[config.mk]
export PLATFORM = sky130hd
export DESIGN_NAME = adc_rd_ctrl
export DESIGN_NICKNAME = d
export VERILOG_FILES = /design/src/rtl/adc_rd_pkg.sv /design/src/rtl/adc_cnt_timer.sv /design/src/rtl/adc_warmup_gate.sv /design/src/rtl/adc_rd_seq.sv /design/src/rtl/adc_rd_ctrl.sv
export SDC_FILE = /design/constraint.sdc
export NUM_CORES = 1
export LEC_CHECK = 0
export ABC_AREA = 1
export BUFFER_PORTS_ARGS = -buffer_cell sky130_fd_sc_hd__buf_4
export CAP_MARGIN = 15
export CORE_ASPECT_RATIO = 0.6
export CORE_MARGIN = 3
export CORE_UTILIZATION = 27
export DETAILED_ROUTE_END_ITERATION = 7
export HOLD_SLACK_MARGIN = 0.12
export PLACE_DENSITY = 0.55
export SETUP_SLACK_MARGIN = 0.5
export SLEW_MARGIN = 20
export SYNTH_ARGS = -nofsm -noshare
export SYNTH_HDL_FRONTEND = slang
export SYNTH_HIERARCHICAL = 1
export SYNTH_SLANG_ARGS = --single-unit
[constraint.sdc]
create_clock -name clk -period 2.6 [get_ports clk]
set_input_delay 0.39 -clock clk [delete_from_list [all_inputs] [get_ports clk]]
set_output_delay 0.39 -clock clk [all_outputs]
set_load 0.01 [all_outputs]
[src/rtl/adc_rd_pkg.sv]
package adc_rd_pkg;

  typedef enum logic [2:0] {
    ST_IDLE,
    ST_PRE,
    ST_CONV,
    ST_POST,
    ST_WAITB,
    ST_RDHI,
    ST_RDLO,
    ST_DONE
  } rd_state_e;

  // nanoseconds to clock cycles, rounded up, never below one cycle
  function automatic int unsigned ns_to_cyc(input int unsigned ns, input int unsigned period);
    int unsigned c;
    c = (ns + period - 1) / period;
    if (c == 0) c = 1;
    return c;
  endfunction

endpackage

[src/rtl/adc_cnt_timer.sv]
module adc_cnt_timer #(
  parameter int W = 4
) (
  input  logic         clk,
  input  logic         rst_n,
  input  logic         load,
  input  logic [W-1:0] load_val,
  input  logic         run,
  output logic         zero
);

  logic [W-1:0] cnt_q;
  logic [W-1:0] cnt_d;
  logic         cnt_en;

  always_comb begin
    cnt_en = load | (run & (cnt_q != '0));
    cnt_d  = load ? load_val : (cnt_q - 1'b1);
  end

  always_ff @(posedge clk or negedge rst_n) begin
    if (!rst_n)      cnt_q <= '0;
    else if (cnt_en) cnt_q <= cnt_d;
  end

  assign zero = (cnt_q == '0);

endmodule

[src/rtl/adc_warmup_gate.sv]
module adc_warmup_gate #(
  parameter int DISCARD = 3
) (
  input  logic clk,
  input  logic rst_n,
  input  logic done,
  output logic warm
);

  localparam int CW = $clog2(DISCARD + 2);

  logic [CW-1:0] cnt_q;
  logic          cnt_en;

  assign warm   = (cnt_q >= CW'(DISCARD));
  assign cnt_en = done & ~warm;

  always_ff @(posedge clk or negedge rst_n) begin
    if (!rst_n)      cnt_q <= '0;
    else if (cnt_en) cnt_q <= cnt_q + 1'b1;
  end

endmodule

[src/rtl/adc_rd_seq.sv]
module adc_rd_seq
  import adc_rd_pkg::*;
#(
  parameter int DATA_W  = 16,
  parameter int PH_W    = 4,
  parameter int TMO_W   = 10,
  parameter int PRE_CYC = 5,
  parameter int LOW_CYC = 2,
  parameter int POST_CYC = 4,
  parameter int ACC_CYC = 2,
  parameter int TMO_CYC = 1000
) (
  input  logic              clk,
  input  logic              rst_n,
  input  logic              start_req,
  input  logic              mode_byte,
  input  logic              busy_s,
  input  logic [DATA_W-1:0] data_in,
  input  logic              ph_zero,
  input  logic              tmo_zero,
  input  logic              warm,
  output logic              ph_load,
  output logic [PH_W-1:0]   ph_val,
  output logic              tmo_load,
  output logic [TMO_W-1:0]  tmo_val,
  output logic              tmo_run,
  output logic              cs_n,
  output logic              rd_n,
  output logic              convst_n,
  output logic              byte_sel,
  output logic              done_pulse,
  output logic              result_valid,
  output logic [DATA_W-1:0] result_data,
  output logic              busy_timeout
);

  localparam int HALF = DATA_W / 2;

  rd_state_e         st_q, st_d;
  logic              mode_q;
  logic              seen_q;
  logic              err_q;
  logic [DATA_W-1:0] res_q;
  logic              cap_hi, cap_lo, cap_word;
  logic              to_err;
  logic              in_conv;
  logic              rd_ready;

  assign in_conv  = (st_q == ST_CONV) | (st_q == ST_POST) | (st_q == ST_WAITB);
  assign rd_ready = (st_q == ST_WAITB) & seen_q & ~busy_s;
  assign tmo_run  = in_conv;
  assign tmo_val  = TMO_W'(TMO_CYC - 1);

  // next state
  always_comb begin
    st_d     = st_q;
    ph_load  = 1'b0;
    ph_val   = '0;
    tmo_load = 1'b0;
    cap_hi   = 1'b0;
    cap_lo   = 1'b0;
    cap_word = 1'b0;
    to_err   = 1'b0;
    case (st_q)
      ST_IDLE: if (start_req) begin
        st_d = ST_PRE; ph_load = 1'b1; ph_val = PH_W'(PRE_CYC - 1);
      end
      ST_PRE: if (ph_zero) begin
        st_d = ST_CONV; ph_load = 1'b1; ph_val = PH_W'(LOW_CYC - 1);
        tmo_load = 1'b1;
      end
      ST_CONV: if (ph_zero) begin
        st_d = ST_POST; ph_load = 1'b1; ph_val = PH_W'(POST_CYC - 1);
      end
      ST_POST: if (ph_zero) st_d = ST_WAITB;
      ST_WAITB: if (rd_ready) begin
        st_d = ST_RDHI; ph_load = 1'b1; ph_val = PH_W'(ACC_CYC - 1);
      end
      ST_RDHI: if (ph_zero) begin
        if (mode_q) begin
          cap_hi = 1'b1; st_d = ST_RDLO;
          ph_load = 1'b1; ph_val = PH_W'(ACC_CYC - 1);
        end else begin
          cap_word = 1'b1; st_d = ST_DONE;
        end
      end
      ST_RDLO: if (ph_zero) begin
        cap_lo = 1'b1; st_d = ST_DONE;
      end
      ST_DONE: st_d = ST_IDLE;
      default: st_d = ST_IDLE;
    endcase
    if (in_conv && tmo_zero && !rd_ready && !tmo_load) begin
      st_d   = ST_IDLE;
      to_err = 1'b1;
      ph_load = 1'b0;
    end
  end

  // registers
  always_ff @(posedge clk or negedge rst_n) begin
    if (!rst_n) begin
      st_q   <= ST_IDLE;
      mode_q <= 1'b0;
      seen_q <= 1'b0;
      err_q  <= 1'b0;
    end else begin
      st_q  <= st_d;
      err_q <= to_err;
      if (st_q == ST_IDLE && start_req) mode_q <= mode_byte;
      if (st_q == ST_IDLE)              seen_q <= 1'b0;
      else if (in_conv && busy_s)       seen_q <= 1'b1;
    end
  end

  always_ff @(posedge clk or negedge rst_n) begin
    if (!rst_n) begin
      res_q <= '0;
    end else begin
      if (cap_word) res_q <= data_in;
      if (cap_hi)   res_q[DATA_W-1:HALF] <= data_in[DATA_W-1:HALF];
      if (cap_lo)   res_q[HALF-1:0]      <= data_in[DATA_W-1:HALF];
    end
  end

  // pin decode
  assign cs_n         = (st_q == ST_IDLE) | (st_q == ST_DONE);
  assign convst_n     = (st_q != ST_CONV);
  assign rd_n         = ~((st_q == ST_RDHI) | (st_q == ST_RDLO));
  assign byte_sel     = (st_q == ST_RDLO);
  assign done_pulse   = (st_q == ST_DONE);
  assign result_valid = (st_q == ST_DONE) & warm;
  assign result_data  = res_q;
  assign busy_timeout = err_q;

endmodule

[src/rtl/adc_rd_ctrl.sv]
module adc_rd_ctrl
  import adc_rd_pkg::*;
#(
  parameter int DATA_W           = 16,
  parameter int CLK_PERIOD_NS    = 10,
  parameter int CONV_LOW_NS      = 20,
  parameter int PRE_QUIET_NS     = 50,
  parameter int POST_QUIET_NS    = 40,
  parameter int RD_ACCESS_NS     = 20,
  parameter int BUSY_TIMEOUT_CYC = 1000,
  parameter int DISCARD_CNT      = 3,
  parameter int SYNC_STAGES      = 2
) (
  input  logic              clk,
  input  logic              rst_n,
  input  logic              start_req,
  input  logic              mode_byte,
  input  logic              busy,
  input  logic [DATA_W-1:0] data_in,
  output logic              cs_n,
  output logic              rd_n,
  output logic              convst_n,
  output logic              byte_sel,
  output logic              result_valid,
  output logic [DATA_W-1:0] result_data,
  output logic              busy_timeout
);

  localparam int LOW_CYC  = ns_to_cyc(CONV_LOW_NS,   CLK_PERIOD_NS);
  localparam int PRE_CYC  = ns_to_cyc(PRE_QUIET_NS,  CLK_PERIOD_NS);
  localparam int POST_CYC = ns_to_cyc(POST_QUIET_NS, CLK_PERIOD_NS);
  localparam int ACC_CYC  = ns_to_cyc(RD_ACCESS_NS,  CLK_PERIOD_NS);
  localparam int PH_MAX   = (PRE_CYC > POST_CYC ? PRE_CYC : POST_CYC) +
                            LOW_CYC + ACC_CYC;
  localparam int PH_W     = $clog2(PH_MAX + 1);
  localparam int TMO_W    = $clog2(BUSY_TIMEOUT_CYC + 1);

  // reset: asynchronous assert, synchronous release
  logic [1:0] rst_pipe;
  logic       rst_ni;
  always_ff @(posedge clk or negedge rst_n) begin
    if (!rst_n) rst_pipe <= 2'b00;
    else        rst_pipe <= {rst_pipe[0], 1'b1};
  end
  assign rst_ni = rst_pipe[1];

  // busy synchronizer
  logic [SYNC_STAGES-1:0] bsync;
  logic                   busy_s;
  for (genvar i = 0; i < SYNC_STAGES; i++) begin : g_bsync
    logic d;
    if (i == 0) begin : g_first
      assign d = busy;
    end else begin : g_next
      assign d = bsync[i-1];
    end
    always_ff @(posedge clk or negedge rst_ni) begin
      if (!rst_ni) bsync[i] <= 1'b0;
      else         bsync[i] <= d;
    end
  end
  assign busy_s = bsync[SYNC_STAGES-1];

  logic             ph_load, ph_zero;
  logic [PH_W-1:0]  ph_val;
  logic             tmo_load, tmo_run, tmo_zero;
  logic [TMO_W-1:0] tmo_val;
  logic             done_pulse, warm;

  adc_cnt_timer #(.W(PH_W)) u_ph_tmr (
    .clk(clk), .rst_n(rst_ni), .load(ph_load), .load_val(ph_val),
    .run(1'b1), .zero(ph_zero)
  );

  adc_cnt_timer #(.W(TMO_W)) u_tmo_tmr (
    .clk(clk), .rst_n(rst_ni), .load(tmo_load), .load_val(tmo_val),
    .run(tmo_run), .zero(tmo_zero)
  );

  adc_warmup_gate #(.DISCARD(DISCARD_CNT)) u_warm (
    .clk(clk), .rst_n(rst_ni), .done(done_pulse), .warm(warm)
  );

  adc_rd_seq #(
    .DATA_W(DATA_W), .PH_W(PH_W), .TMO_W(TMO_W),
    .PRE_CYC(PRE_CYC), .LOW_CYC(LOW_CYC), .POST_CYC(POST_CYC),
    .ACC_CYC(ACC_CYC), .TMO_CYC(BUSY_TIMEOUT_CYC)
  ) u_seq (
    .clk(clk), .rst_n(rst_ni),
    .start_req(start_req), .mode_byte(mode_byte), .busy_s(busy_s),
    .data_in(data_in), .ph_zero(ph_zero), .tmo_zero(tmo_zero), .warm(warm),
    .ph_load(ph_load), .ph_val(ph_val),
    .tmo_load(tmo_load), .tmo_val(tmo_val), .tmo_run(tmo_run),
    .cs_n(cs_n), .rd_n(rd_n), .convst_n(convst_n), .byte_sel(byte_sel),
    .done_pulse(done_pulse), .result_valid(result_valid),
    .result_data(result_data), .busy_timeout(busy_timeout)
  );

endmodule

## Word-level counts from Yosys, hierarchy flattened

Index checks and enable logic that the tools add are counted.

- Bits of input ports: 21
- Output and inout port bits: 22
- Register bits after elaboration: 43

- Add/sub/neg operators: 3
- Reductions and logical operators: 17
- Bitwise operators: 14
- Muxes and demuxes: 38
- Equal/unequal tests: 15
- Magnitude comparators: 1

Operators by type and width:

| operator | count |
|---|---|
| 3-bit 2-to-1 mux | 9 |
| 3-bit one-hot mux with 8 select lines | 1 |
| 4-bit one-hot mux with 5 select lines | 1 |
| 1-bit 2-to-1 mux | 19 |
| 16-bit 2-to-1 mux | 1 |
| 8-bit 2-to-1 mux | 2 |
| 3-bit by 2-bit != test with 1-bit output (second input constant) | 5 |
| 3-bit equality test (second input constant) | 4 |
| 10-bit logical NOT | 1 |
| 10-bit 2-to-1 mux | 1 |
| 10-bit nonzero test | 1 |
| 10-bit by 1-bit subtractor with 10-bit output (second input constant) | 1 |
| 4-bit 2-to-1 mux | 2 |
| 7-bit AND reduction | 1 |
| 3-bit by 2-bit equality test with 1-bit output (second input constant) | 2 |
| 3-bit != test (second input constant) | 2 |
| 1-bit bitwise OR | 6 |
| 2-bit nonzero test | 3 |
| 1-bit AND | 5 |
| 1-bit logical AND | 5 |
| 4-bit logical NOT | 1 |
| 1-bit one-hot mux with 4 select lines | 1 |
| 4-bit nonzero test | 1 |
| 4-bit by 1-bit subtractor with 4-bit output (second input constant) | 1 |
| 9 further kinds | 12 |

## Depth between registers and ports, before layout

- Depth after elaboration: 8
- Gate-level depth with buffers: 16

## By module

Netlist, hierarchy kept.

By module, submodules not included:

| module | area each (um^2) | times used | cells each |
|---|---|---|---|
| adc_rd_seq | 1,376.3 | 1 | 174 |
| adc_cnt_timer (u_tmo_tmr) | 773.2 | 1 | 115 |
| adc_cnt_timer (u_ph_tmr) | 295.3 | 1 | 46 |
| adc_warmup_gate | 180.2 | 1 | 20 |
| adc_rd_ctrl | 103.8 | 1 | 5 |

## Least setup slack after synthesis

OpenSTA, ideal clock, no wires.

- Path kind: reg-to-reg
- Start point: reg u_ph_tmr.cnt_q[0]
- End point: reg u_ph_tmr.cnt_q[2]
- Data arrival time: 1.858 ns
- Clock period less this slack: 1.974 ns
- Slack: 0.626 ns
- Cell stages (with the launch flop): 17
- Required time: 2.484 ns
- Cell sequence: dfrtp_1 -> inv_1 -> ha_1 -> nand2_2 -> inv_1 -> buf_4 -> nand2_1 -> inv_1 -> nor2_1 -> nand2_1 -> o21ai_1 -> inv_1 -> inv_2 -> nand2_1 -> nand2_1 -> nand2_1 -> nand2_1

- Word-level cells in the longest chain between the ends: 7

RTL lines:

| element | RTL line | text |
|---|---|---|
| from (decl) | adc_cnt_timer.sv:12 | `logic [W-1:0] cnt_q;` |
| from (signal assigned) | adc_cnt_timer.sv:23 | `else if (cnt_en) cnt_q <= cnt_d;` |
| 4-bit logical NOT * | adc_cnt_timer.sv:26 | `assign zero = (cnt_q == '0);` |
| net ph_zero | adc_rd_ctrl.sv:64 | `logic ph_load, ph_zero;` |
| 1-bit 2-to-1 mux * | adc_rd_seq.sv:68 | `ST_PRE: if (ph_zero) begin` |
| 1-bit 2-to-1 mux * | adc_rd_seq.sv:64 | `case (st_q)` |
| net tmo_load | adc_rd_ctrl.sv:66 | `logic tmo_load, tmo_run, tmo_zero;` |
| 1-bit logical NOT * | adc_rd_seq.sv:93 | `if (in_conv && tmo_zero && !rd_ready && !tmo_load) begin` |
| 1-bit logical AND * | adc_rd_seq.sv:93 |  |
| 1-bit 2-to-1 mux * | adc_rd_seq.sv:93 |  |
| net ph_load | adc_rd_ctrl.sv:64 |  |
| 4-bit 2-to-1 mux / 1-bit bitwise OR (equally long branches) | adc_cnt_timer.sv:18, adc_cnt_timer.sv:17 |  |

The timed path passes the listed nets; every way through them passes the cells marked *.
A chain may end at the register's enable or synchronous reset.

## Final worst setup path

- Start point: reg u_warm.cnt_q[0]
- End point: out result_valid

- Word-level cells in the longest chain between the ends: 2

RTL lines:

| element | RTL line | text |
|---|---|---|
| from (decl) | adc_warmup_gate.sv:12 | `logic [CW-1:0] cnt_q;` |
| from (signal assigned) | adc_warmup_gate.sv:20 | `else if (cnt_en) cnt_q <= cnt_q + 1'b1;` |
| 3-bit by 2-bit greater-or-equal comparator with 1-bit output | adc_warmup_gate.sv:15 | `assign warm = (cnt_q >= CW'(DISCARD));` |
| net warm | adc_rd_ctrl.sv:68 | `logic done_pulse, warm;` |
| 1-bit AND | adc_rd_seq.sv:132 | `assign result_valid = (st_q == ST_DONE) & warm;` |
| to (decl) | adc_rd_ctrl.sv:24 | `output logic result_valid,` |

The timed path passes the listed nets, and every way through them passes these cells.

==> key figures <==
Die
  • # IOs: 43
  • Die W: approximately 140 um
  • Die H: 83.87 um
  • Rows: 27
  • Starting density of the core: between 20% and 30%
  • Core area: roughly 0.0095 sq mm
  • Total die area: roughly 0.011 sq mm

Global route
  • Antenna violations before repair: 0
  • First-pass GRT wire length: 11160 um
  • Largest net degree at the start of global routing: 42
  • Total track usage: approximately an eighth
  • Number of global-route vias before repair: ~2300
  • GRT overflow: 0

Synth
  • Compound-Gate Fraction of Synth Area: between 6 and 7%
  • Post-Synth Simple-Gate Area: 38.33%
  • Synth area leader: dfrtp_1
  • Adder-cell share of the synthesized area: roughly 3.7%
  • Mapped Cells: 360
  • Mux contribution to synthesized area: less than 1%
  • Top cell type's share of synthesized area: 39.43%
  • Synth cell types: 30
  • Register area share after synthesis: between 30% and 40%
  • Post-Synth XOR/XNOR Area: 0%
  • Largest family of logic cells by synthesized area: simple AND/OR/NAND/NOR gates
  • Mapped Area: 0.002729 sq mm
  • Synth Area per Inst: about 7.6 sq um
  • Synth warn: 6
  • Register bit total from synthesis: 43
  • Ranking of synthesized cells by area: dfrtp_1, nand2_1, inv_1

Timing
  • Worst rel slew slack: 37.46%
  • Max Slew Vio Count: 0
  • Final period util: 75.22%
  • Final setup viols: 0
  • Final Skew: 5.649 ps
  • F_max: slightly above 500 MHz
  • RSZ-0062 raised after global routing: no
  • Fin crit period: 1956 ps
  • Final Hold Fails: 0
  • Worst-Margin Slew: roughly 940 ps
  • Final setup TNS: 0 ps

Critical path
  • Worst endpoint required time: about 2200 ps
  • Crit-path max FO: 5
  • CP max-delay cell: dfrtp_1
  • CP Cell Sequence: ha_1 > ha_1 > nor2_4 > nand2_1 > inv_1 > nor2_1 > buf_4
  • Crit path largest cell delay: approximately 420 ps
  • Crit end category: primary output
  • Crit Path Class: reg2out
  • Top cell family by delay on the critical path: adder cells
  • Setup crit start kind: flop
  • CP Buf/Inv Count: 2
  • CP dominant cell by count: ha_1
  • CP arrival: about 1600 ps

Clocking
  • CTS tree: built
  • Root buffer cell: clkbuf_16
  • Clock buffer count from CTS: 5
  • Clock network latency to the later pin of the worst-skew pair: 290 ps
  • CTS sink cnt: 43
  • Reg clk slew, reported paths: around 60 ps
  • H-tree levels: 2
  • Clock Path Buffers: 2

Job
  • Max-cap violation count: 0

Layout
  • # nets final: about 450
  • Core Util, Final: approximately 36%
  • Antenna Diode Count: 0
  • Layout cells sized above 1: ~29%
  • Register area: between 0.001 and 0.0015 sq mm
  • Area of the multi-input gates: 0.001431 sq mm
  • Commonest cells after routing, fill and taps aside: nand2_1, buf_4, dfrtp_1
  • Commonest non-fill, non-tap cell in the layout: nand2_1
  • Layout area overhead: 24.71%
  • Fill cells: slightly below 1000

Status
  • Status: completed

Detailed routing
  • Initial DRC Count: 141
  • Routed WL: between 6000 and 7000 um
  • TritonRoute pass-1 iters: 4
  • DR vias/cell: 4.277
  • Remaining DRCs: 0
  • Routed Antenna Nets: 0
  • Via Count: ~2300
  • Wirelength per Cell: about 12 um

Worst hold path
  • Hold Crit Class: in2reg

Power and ir drop
  • PwrDens: about 1200 mW/mm^2
  • Leakage: roughly 1.8 nW
  • Worst ir drop on vdd: approximately 0.57 mV

Place
  • I/O Buffers: 42
  • Routability cong.: slightly above 0.8
  • Detailed Place HPWL: ~5000 um
## cells by family (layout without fill, tap and decap cells)
family	Yosys count	after routing
AND/OR/NAND/NOR	218	218
buffers and inverters	58	103
flip-flops	43	43
AO/OA/AOI/OAI	29	29
adder cells (fa/ha/maj)	8	8
other	3	14
multiplexers	1	1
## Yosys cell counts, drive strengths merged
cell	number
nor2	38
a31oi	8
mux2	1
ha	8
nand4	9
a21oi	3
inv	39
nand3	24
nand3b	4
buf	15
dfrtp	43
conb	3
nand2	141
clkbuf	1
nor3	2
clkinv	3
o21ai	18
## stage by stage
stage	cell area, sq um	instances	hold WS (ps)	power [mW]	setup slack [ps]
floorplan	2770	371	94.41	2.686	626.0
global placement	3141	530	173.0	3.220	425.0
detailed placement	3141	530	173.6	3.235	405.3
CTS	3297	538	206.3	3.894	505.5
global route	3403	546	212.4	4.502	497.4
finish	3403	546	213.7	4.097	644.3
## area by class of cell
cell class / count / area share (%)
multi-input combinational: 270 / 42.06
sequential: 43 / 31.65
timing repair buffer: 53 / 12.24
inverter: 42 / 4.890
tap: 130 / 4.779
clock buffer: 6 / 4.081
clock inverter: 1 / 0.1471
timing repair inverter: 1 / 0.1471
## flip-flops by register name, summed over array words and instances (netlist names)
register,count
u_warm/cnt_q,3
u_seq/mode_q,1
u_seq/busy_timeout,1
g_bsync.d,1
u_seq/seen_q,1
u_seq/st_q,3
u_seq/result_data,16
busy_s,1
u_tmo_tmr/cnt_q,10
rst_pipe,2
u_ph_tmr/cnt_q,4
## layer usage
layer	vias to the layer above	routed length, um	share of wire, %	global-route usage [%]
li1	1225	-	-	-
met1	1049	3491	54	18.44
met2	54	2586	40	17.15
met3	7	340	5.2	2.711
met4	0	90	1.4	3.843
met5	-	0	0	0
## final timing paths
check | cells past startpoint | slack (ps) | from | to
min in group asynchronous | 0 | 410 | rst_pipe[1]$_DFF_PN0_ | u_tmo_tmr/cnt_q[7]$_DFFE_PN0P_
setup reg to reg | 16 | 650 | u_ph_tmr/cnt_q[0]$_DFFE_PN0P_ | u_ph_tmr/cnt_q[2]$_DFFE_PN0P_
hold reg to reg | 0 | 350 | rst_pipe[0]$_DFF_PN0_ | rst_pipe[1]$_DFF_PN0_
setup / recovery | 7 | 640 | u_warm/cnt_q[0]$_DFFE_PN0P_ | result_valid
hold / removal | 1 | 210 | busy | g_bsync[1].d$_DFF_PN0_
max in group asynchronous | 0 | 1590 | rst_pipe[1]$_DFF_PN0_ | g_bsync[1].d$_DFF_PN0_
## power by group
group | internal, mW | switching, mW | leakage (nW)
Sequential | 0.930 | 0.251 | 0.501
Combinational | 0.974 | 1.31 | 1.19
Clock | 0.375 | 0.252 | 0.0727
## timing repair
item                                    in CTS  in global routing
gates resized for setup                      2                 12
setup buffers                                0                  7
endpoints found under the setup margin       5                 16
hold buffers                                 1                  0
pin swaps                                    1                  1
cloned                                       0                  1
hold endpoints to repair                     2                  0
No activity file was read; power rests on OpenSTA's default activity.
